File: config.mk
export PLATFORM = sky130hd
export DESIGN_NAME = irq_prio_resolver
export DESIGN_NICKNAME = d
export VERILOG_FILES = /design/src/rtl/irq_prio_pkg.sv /design/src/rtl/irq_req_latch.sv /design/src/rtl/irq_rot_scan.sv /design/src/rtl/irq_prio_core.sv /design/src/rtl/irq_prio_resolver.sv
export SDC_FILE = /design/constraint.sdc
export NUM_CORES = 1
export LEC_CHECK = 0
export BUFFER_PORTS_ARGS = -buffer_cell sky130_fd_sc_hd__buf_2
export CAP_MARGIN = 25
export CORE_ASPECT_RATIO = 1.2
export CORE_MARGIN = 2
export CORE_UTILIZATION = 50
export DETAILED_ROUTE_END_ITERATION = 6
export PLACE_DENSITY = 0.86
export SETUP_SLACK_MARGIN = 0.02
export SLEW_MARGIN = 5
export SYNTH_ARGS = -nofsm -noshare
export SYNTH_HDL_FRONTEND = slang
export SYNTH_SLANG_ARGS = --single-unit
export TNS_END_PERCENT = 20
File: constraint.sdc
create_clock -name clk -period 2.76 [get_ports clk]
set_input_delay 0.69 -clock clk [delete_from_list [all_inputs] [get_ports clk]]
set_output_delay 0.69 -clock clk [all_outputs]
set_load 0.01 [all_outputs]
File: src/rtl/irq_prio_pkg.sv
package irq_prio_pkg;

   // Per-line capture mode, as seen on trig_mode_i.
   typedef enum logic {
      TRIG_EDGE  = 1'b0,
      TRIG_LEVEL = 1'b1
   } trig_mode_e;

   // Default number of request lines and default cascade position.
   localparam int unsigned DEF_LINES   = 8;
   localparam int unsigned DEF_CASCADE = 2;

endpackage

File: src/rtl/irq_req_latch.sv
module irq_req_latch
   import irq_prio_pkg::*;
#(
   parameter int unsigned N          = DEF_LINES,
   parameter logic [N-1:0] TRIG_ALLOW = '1
) (
   input  logic         clk,
   input  logic         rst_n,
   input  logic [N-1:0] line_i,
   input  logic [N-1:0] trig_i,
   input  logic [N-1:0] clr_i,
   output logic [N-1:0] req_o
);

   for (genvar i = 0; i < N; i++) begin : g_line
      logic last_q;
      logic req_bit_q;
      trig_mode_e mode;

      // Lines not allowed to be level are forced to edge mode.
      assign mode = trig_mode_e'(trig_i[i] & TRIG_ALLOW[i]);

      always_ff @(posedge clk or negedge rst_n) begin
         if (!rst_n) begin
            last_q    <= 1'b0;
            req_bit_q <= 1'b0;
         end else begin
            last_q <= line_i[i];
            if (mode == TRIG_LEVEL) begin
               req_bit_q <= line_i[i];
            end else if (line_i[i] && !last_q) begin
               req_bit_q <= 1'b1;
            end else if (clr_i[i]) begin
               req_bit_q <= 1'b0;
            end
         end
      end

      assign req_o[i] = req_bit_q;

      // level lines follow the input one edge later
      a_r2_level_follows: assert property (@(posedge clk) disable iff (!rst_n)
         (mode == TRIG_LEVEL) |=> (req_bit_q == $past(line_i[i])));

      // edge pending bit survives a low input when not cleared
      a_r3_edge_keeps: assert property (@(posedge clk) disable iff (!rst_n)
         ((mode == TRIG_EDGE) && req_bit_q && !clr_i[i]) |=> req_bit_q);

      // a held-high edge input does not set the bit again
      a_r4_no_retrigger: assert property (@(posedge clk) disable iff (!rst_n)
         ((mode == TRIG_EDGE) && last_q && line_i[i] && !req_bit_q) |=> !req_bit_q);
   end

endmodule

File: src/rtl/irq_rot_scan.sv
module irq_rot_scan
   import irq_prio_pkg::*;
#(
   parameter int unsigned N = DEF_LINES,
   parameter int unsigned W = $clog2(N)
) (
   input  logic [N-1:0] vec_i,
   input  logic [W-1:0] offset_i,
   output logic [W:0]   rank_o
);

   logic [N-1:0] rot;

   // rot[p] is the line holding rank p; the W-bit sum wraps modulo N.
   for (genvar p = 0; p < N; p++) begin : g_rot
      assign rot[p] = vec_i[W'(p) + offset_i];
   end

   always_comb begin
      rank_o = (W+1)'(N);
      for (int p = N - 1; p >= 0; p--) begin
         if (rot[p]) begin
            rank_o = (W+1)'(p);
         end
      end
   end

endmodule

File: src/rtl/irq_prio_core.sv
module irq_prio_core
   import irq_prio_pkg::*;
#(
   parameter int unsigned N            = DEF_LINES,
   parameter bit          IS_MASTER    = 1'b1,
   parameter int unsigned CASCADE_LINE = DEF_CASCADE,
   parameter int unsigned W            = $clog2(N)
) (
   input  logic [N-1:0] pend_i,
   input  logic [N-1:0] mask_i,
   input  logic [W-1:0] offset_i,
   input  logic [N-1:0] isr_i,
   input  logic         nested_i,
   output logic         fire_o,
   output logic [W-1:0] line_o
);

   localparam logic [N-1:0] CASC_BIT = N'(1) << CASCADE_LINE;

   logic [N-1:0] cand;
   logic [N-1:0] isr_eff;
   logic [W:0]   cand_rank;
   logic [W:0]   isr_rank;

   assign cand = pend_i & ~mask_i;

   if (IS_MASTER) begin : g_master
      assign isr_eff = nested_i ? (isr_i & ~CASC_BIT) : isr_i;
   end else begin : g_slave
      logic unused_nested;
      assign unused_nested = nested_i;
      assign isr_eff = isr_i;
   end

   irq_rot_scan #(.N(N), .W(W)) u_cand_scan (
      .vec_i    (cand),
      .offset_i (offset_i),
      .rank_o   (cand_rank)
   );

   irq_rot_scan #(.N(N), .W(W)) u_isr_scan (
      .vec_i    (isr_eff),
      .offset_i (offset_i),
      .rank_o   (isr_rank)
   );

   // An empty candidate set scans to N, which is never below isr_rank.
   assign fire_o = (cand_rank < isr_rank);
   assign line_o = fire_o ? (cand_rank[W-1:0] + offset_i) : '0;

endmodule

File: src/rtl/irq_prio_resolver.sv
module irq_prio_resolver
   import irq_prio_pkg::*;
#(
   parameter int unsigned N            = DEF_LINES,
   parameter bit          IS_MASTER    = 1'b1,
   parameter int unsigned CASCADE_LINE = DEF_CASCADE,
   parameter logic [N-1:0] TRIG_ALLOW  = N'(8'hF8),
   parameter int unsigned W            = $clog2(N)
) (
   input  logic         clk,
   input  logic         rst_n,
   input  logic [N-1:0] req_lines_i,
   input  logic [N-1:0] trig_mode_i,
   input  logic [N-1:0] req_clr_i,
   input  logic [N-1:0] mask_i,
   input  logic [W-1:0] offset_i,
   input  logic [N-1:0] in_service_i,
   input  logic         nested_i,
   output logic [N-1:0] req_pending_o,
   output logic         int_req_o,
   output logic [W-1:0] int_line_o
);

   localparam logic [N-1:0] LSB_ONE = N'(1);

   if (N < 2 || (N & (N - 1)) != 0) begin : g_bad_lines
      $error("irq_prio_resolver: N must be a power of two of at least 2");
   end
   if (CASCADE_LINE >= N) begin : g_bad_cascade
      $error("irq_prio_resolver: CASCADE_LINE out of range");
   end

   logic [N-1:0] pend_q;
   logic         fire;
   logic [W-1:0] line;
   logic         int_req_q;
   logic [W-1:0] int_line_q;

   irq_req_latch #(.N(N), .TRIG_ALLOW(TRIG_ALLOW)) u_latch (
      .clk    (clk),
      .rst_n  (rst_n),
      .line_i (req_lines_i),
      .trig_i (trig_mode_i),
      .clr_i  (req_clr_i),
      .req_o  (pend_q)
   );

   irq_prio_core #(
      .N(N), .IS_MASTER(IS_MASTER), .CASCADE_LINE(CASCADE_LINE), .W(W)
   ) u_core (
      .pend_i   (pend_q),
      .mask_i   (mask_i),
      .offset_i (offset_i),
      .isr_i    (in_service_i),
      .nested_i (nested_i),
      .fire_o   (fire),
      .line_o   (line)
   );

   always_ff @(posedge clk or negedge rst_n) begin
      if (!rst_n) begin
         int_req_q  <= 1'b0;
         int_line_q <= '0;
      end else begin
         int_req_q  <= fire;
         int_line_q <= line;
      end
   end

   assign req_pending_o = pend_q;
   assign int_req_o     = int_req_q;
   assign int_line_o    = int_line_q;

   // idle output carries line zero
   a_r11_idle_line: assert property (@(posedge clk) disable iff (!rst_n)
      !int_req_o |-> (int_line_o == '0));

   // the reported line was unmasked when it was picked
   a_r6_unmasked_winner: assert property (@(posedge clk) disable iff (!rst_n)
      int_req_o |-> ((($past(mask_i) >> int_line_o) & LSB_ONE) == '0));

   // the reported line was pending when it was picked
   a_r7_winner_pending: assert property (@(posedge clk) disable iff (!rst_n)
      int_req_o |-> ((($past(pend_q) >> int_line_o) & LSB_ONE) != '0));

   // the reported line was not itself in service, unless excluded
   a_r8_not_in_service: assert property (@(posedge clk) disable iff (!rst_n)
      (int_req_o && !(IS_MASTER && $past(nested_i) && (int_line_o == W'(CASCADE_LINE))))
      |-> ((($past(in_service_i) >> int_line_o) & LSB_ONE) == '0));

endmodule

==> metrics, run 1 <==
grt total ovfl=0; global-route wire length before repair=7.15 mm; die width=58.9 um; nature of the critical path endpoint=flop; Post-synth EDFFs=0; outcome=complete, but fails checks; Final Setup Violations=4; clk sink count=20; GR Util All Layers=0.223; Pint=860 uW; Mapped Nets=220; Synth top cells by count=dfrtp_1 (20), nand2b_1 (15), inv_1 (11), nor2_1 (11), mux4_2 (10); Critical Path AT=3.34 ns; Initial Util=0.532; failing checks=design-rule violations, negative setup slack; syn_area_per_cell=10.8 um2; Post-Syn Area=1810 um2; Pleak=1.22 nW; Post-Synthesis Cells=167; total I/O pin count=58; clk slew on worst S/H paths=0.07 ns; pin count of the biggest net entering global routing=21; area of the die=4110 um2; CP max stage cell=nor4_4; First-pass DRT Iterations=6; Worst setup SP type=primary input; nets@finish=306; post-DP HPWL=3.53 mm; Inserted Clock Buffers=3; final slew viol count=0; Worst EP required=2.95 ns; sequential share of power=0.277; clock root cell=clkbuf_8; RSZ-0062 raised after global routing=yes; Post-CTS Hold Fix Bufs=0; Power Density=493 nW/um2; Crit path largest cell delay=0.33 ns; via/cell ratio=5.81; dominant synthesized flop cell=dfrtp_1; combinational share of power=0.492; Ys Warns=0; sw frac=0.321; crit path cell chain=buf_12 -> buf_6 -> buf_4 -> and4b_1 -> nor4_4 -> buf_4 -> mux2i_1 -> nand4b_1 -> nor2_4 -> ha_4 -> a2111oi_4 -> o211ai_1 -> a21boi_1; Final Core Density=0.757; Syn-to-layout area delta=42.3%; DR DRC count=3; ant diodes=0; routed via count=1,679; worst-case clock buffer depth=2; top cell type by total area after synthesis=dfrtp_1; synthesis-stage register bit count=20; Period minus WS final=3.15 ns; Max Fanout on Critical Path=10; crit path kind=in2reg; Period Utilization, post-route=1.14; max cap viols=0; initial antenna violation count=0; # port buffers=54; post-detailed-route wirelength per cell=16.6 um; Async S/R FF share, synth=1.00; remaining antenna violation count after routing=0; drt total wl=4.79 mm; Psw=406 uW; Hold WS=0.356 ns; Core ar.=3400 um2; Seq/Total Area, Yosys=0.277; min setup slack post-route=-0.395 ns; CTS tree=built; final hold vios=0; Row Count=23; Yosys cell types=52; top-area cell type share of the netlist area=0.277; Setup Skew=0.00270 ns; 1st-iter DRT viols=72; Relative slew margins=0.680; worst-margin pin slew=0.473 ns; Max VDD drop=0.000419 V; Hold Crit Class=in2async; clock latency on the worst-skew pair=0.26 ns; Die Y=69.8 um; most frequent CP cell=buf_4; htree depth=1; global placement routability congestion=0.798; fraction of layout cells with a size suffix above 1=0.567; Clock Power Share=0.231; top post-synthesis cells by area=dfrtp_1 (28%), mux4_2 (12%), nand2b_1 (5.2%); number of global-route vias before repair=1,666; fmax=0.317 GHz; most frequent cell after synthesis=dfrtp_1
-- per-stage QoR --
stage	instances	setup WS (ns)	cell area (um2)	setup TNS (ns)	power (mW)
2_1_floorplan	167	-0.619	1860	-2.42	0.696
3_3_place_gp	278	-0.788	2300	-3.09	0.858
3_5_place_dp	278	-0.881	2300	-3.43	0.879
4_1_cts	283	-0.301	2470	-1.06	1.21
5_1_grt	289	-0.493	2570	-1.88	1.34
6_report	289	-0.395	2570	-1.48	1.27
-- final cells by class --
type / count / area, um2
well taps: 37 / 46.3
repair buffers: 95 / 603
fillers: 233 / 826
clock inverters: 1 / 30.0
flip-flops and latches: 20 / 500
inverters: 11 / 48.8
clock buffers: 3 / 41.3
multi-input cells: 122 / 1300
-- routing by layer --
layer  global-route usage  wire (um)
met5                    0          0
met4               0.0404        120
met3               0.0597        259
met2                0.428       2690
met1                0.235       1720
-- critical path, delay by kind of cell --
kind | cells | cell delay, ns
fa+ha+maj | 1 | 0.22
compound gates | 3 | 0.66
buf+inv | 4 | 0.56
simple gates | 4 | 1.09
mux | 1 | 0.10
-- sequential cells by signal, indices dropped and copies added (netlist names) --
register                  cells
u_latch.g_line.req_bit_q      8
int_line_o                    3
u_latch.g_line.last_q         8
int_req_o                     1
-- logic make-up after synthesis --
family | share of synthesized area
XOR/XNOR | 0.0236
flip-flops | 0.277
buffers and inverters | 0.0783
multiplexers | 0.279
adder cells (fa/ha/maj) | 0.0527
AO/OA/AOI/OAI | 0.117
AND/OR/NAND/NOR | 0.172
-- placed cells by master, fill, tap and decap left out, types with 4 or more instances in the layout --
master / instances
o22ai_1: 4
mux4_2: 11
inv_1: 9
mux2_2: 7
dfrtp_1: 20
mux2i_1: 7
buf_2: 52
buf_4: 40
a22o_1: 5
nor2_1: 10
nand2_1: 6
nand2b_1: 14
ha_4: 4
-- power groups by stage --
stage | combinational (mW) | sequential (mW) | clock (mW)
after floorplan | 0.326 | 0.370 | 0
after global placement | 0.503 | 0.355 | 0
after detailed placement | 0.523 | 0.357 | 0
after CTS | 0.560 | 0.351 | 0.295
after global routing | 0.676 | 0.356 | 0.311
final | 0.623 | 0.350 | 0.293
-- timing repair --
item	CTS	global route
resized for setup	17	14
hold endpoints to repair	0	0
endpoints found under the setup margin	4	4
setup buffers	1	6
pin swaps	4	9
-- path summary, 6_finish.rpt --
check                      slack, ns                        start  cells past startpoint                          end
min reg2reg                     0.44     u_latch.g_line[2].last_q                      1  u_latch.g_line[2].req_bit_q
max in group asynchronous       2.11                        rst_n                      1     u_latch.g_line[7].last_q
min                             0.36                        rst_n                      1                int_line_o[1]
min in group clk                0.44     u_latch.g_line[2].last_q                      1  u_latch.g_line[2].req_bit_q
max                            -0.39                  offset_i[0]                     13                int_line_o[0]
max reg2reg                    -0.11  u_latch.g_line[2].req_bit_q                     13                int_line_o[0]
Power figures use the tool's default switching activity.
==> run 2: changes to the inputs <==
--- a/config.mk
+++ b/config.mk
@@ -7,11 +7,13 @@
 export LEC_CHECK = 0
 export BUFFER_PORTS_ARGS = -buffer_cell sky130_fd_sc_hd__buf_2
 export CAP_MARGIN = 25
+export CELL_PAD_IN_SITES_DETAIL_PLACEMENT = 0
+export CELL_PAD_IN_SITES_GLOBAL_PLACEMENT = 1
 export CORE_ASPECT_RATIO = 1.2
 export CORE_MARGIN = 2
-export CORE_UTILIZATION = 50
+export CORE_UTILIZATION = 39
 export DETAILED_ROUTE_END_ITERATION = 6
-export PLACE_DENSITY = 0.86
+export PLACE_DENSITY = 0.87
 export SETUP_SLACK_MARGIN = 0.02
 export SLEW_MARGIN = 5
 export SYNTH_ARGS = -nofsm -noshare
==> metrics, run 2 (same netlist as run 1, synthesis figures left out) <==
Syn-to-layout area delta=39.6%; reg2reg end=int_line_o[2]; Final Setup Violations=4; failing checks=negative setup slack; max cap viols=0; Register-to-Register Path Depth=12; remaining antenna violation count after routing=0; min setup slack post-route=-0.321 ns; Die Y=78.5 um; CP startpoint=offset_i[0]; Power Density=485 nW/um2; Post-CTS Hold Fix Bufs=0; Inserted Clock Buffers=3; clk sink count=20; post-detailed-route wirelength per cell=13.0 um; Max VDD drop=0.000255 V; total I/O pin count=58; nets@finish=303; final hold vios=0; RSZ-0062 raised after global routing=yes; CTS tree=built; Critical Path AT=3.27 ns; Non-Filler Instances=307; setup TNS=-1.17 ns; GR Util All Layers=0.167; global-route wire length before repair=6.88 mm; worst-case clock buffer depth=2; r2r setup slk=-0.01 ns; die width=66.1 um; Hold Crit Class=in2async; grt total ovfl=0; Core ar.=4530 um2; Row Count=27; Max Fanout on Critical Path=12; First-pass DRT Iterations=4; global placement routability congestion=0.793; reg2reg start=u_latch.g_line[5].req_bit_q; routed via count=1,582; htree depth=1; 1st-iter DRT viols=16; pin count of the biggest net entering global routing=21; crit path kind=in2reg; most frequent cells in the layout=buf_2 (52), buf_4 (38), dfrtp_1 (20); placed cell count=303; Hold WS=0.351 ns; Setup Skew=0.00626 ns; final slew viol count=0; Worst setup SP type=primary input; number of global-route vias before repair=1,638; Worst Setup EP=int_line_o[0]; nature of the critical path endpoint=flop; worst-margin pin slew=0.536 ns; fmax=0.325 GHz; Layout fillers=415; Pleak=1.20 nW; area of the die=5190 um2; crit path cell chain=buf_12 -> inv_8 -> ha_4 -> mux4_2 -> mux2_4 -> nor2_4 -> nand3_2 -> or4_4 -> ha_4 -> a2111oi_4 -> o211ai_1 -> a21boi_1; drt total wl=3.99 mm; DR DRC count=0; clk slew on worst S/H paths=0.08 ns; Relative slew margins=0.637; Initial Util=0.399; outcome=complete, but fails checks; Period Utilization, post-route=1.12; Crit path largest cell delay=0.44 ns; Worst EP required=2.95 ns; Tot Pwr=1.22 mW; most frequent CP cell=ha_4; initial antenna violation count=0; ant diodes=0; via/cell ratio=5.15; setup bufs post-CTS=0; post-DP HPWL=3.42 mm; # port buffers=54; most common cell after layout, fill and taps aside=buf_2; Period minus WS final=3.08 ns; fraction of layout cells with a size suffix above 1=0.538; clock latency on the worst-skew pair=0.26 ns; clock root cell=clkbuf_8; CP max stage cell=or4_4
## run 2: critical path: cells and delay by family
| family | cells | cell delay (ns) |
|---|---|---|
| buffers and inverters | 2 | 0.16 |
| muxes | 2 | 0.62 |
| and+or+nand+nor | 3 | 0.60 |
| AOI/OAI and AO/OA | 3 | 0.68 |
| adders and majority gates | 2 | 0.52 |
## run 2: where the power goes
group | total [mW] | leakage [nW] | switching (mW) | internal (mW)
combinational | 0.572 | 0.924 | 0.260 | 0.312
clock | 0.301 | 0.0357 | 0.107 | 0.194
sequential | 0.349 | 0.240 | 0.0144 | 0.335
## run 2: worst min path at each step
| stage | startpoint | endpoint | slack (ns) |
|---|---|---|---|
| 4_1_cts | rst_n | u_latch.g_line[3].last_q | 0.38 |
| 5_1_grt | rst_n | u_latch.g_line[3].last_q | 0.40 |
| 2_1_floorplan | rst_n | int_line_o[0] | 0.39 |
| 3_5_place_dp | u_latch.g_line[0].last_q | u_latch.g_line[0].req_bit_q | 0.43 |
| 6_report | rst_n | u_latch.g_line[3].last_q | 0.35 |
| 3_3_place_gp | u_latch.g_line[2].last_q | u_latch.g_line[2].req_bit_q | 0.42 |
## run 2: layout make-up
| type | count | area (um2) | share of cell area |
|---|---|---|---|
| Clock inverter | 1 | 30.0 | 0.0119 |
| Multi-Input combinational cell | 122 | 1250 | 0.495 |
| Clock buffer | 3 | 41.3 | 0.0164 |
| Inverter | 11 | 51.3 | 0.0204 |
| Sequential cell | 20 | 500 | 0.199 |
| Timing Repair Buffer | 92 | 577 | 0.229 |
| Tap cell | 58 | 72.6 | 0.0288 |
## run 2: timing repair
action	CTS	global route
endpoints found under the setup margin	4	4
pin swaps	3	4
resized for setup	11	10
## run 2: layer usage
metal | up-vias | share of wire | global-route usage
li1 | 776 | - | -
met1 | 767 | 0.39 | 0.190
met2 | 32 | 0.57 | 0.319
met3 | 7 | 0.030 | 0.0186
met4 | 0 | 0.013 | 0.0429
met5 | - | 0 | 0
## run 2: metrics by stage
stage / utilization / instance area [um2] / worst slack (ns)
after detailed placement: 0.521 / 2360 / -0.907
after global routing: 0.557 / 2520 / -0.398
final: 0.557 / 2520 / -0.321
after CTS: 0.550 / 2490 / -0.325
after floorplan: - / 1860 / -0.619
after global placement: 0.521 / 2360 / -0.794
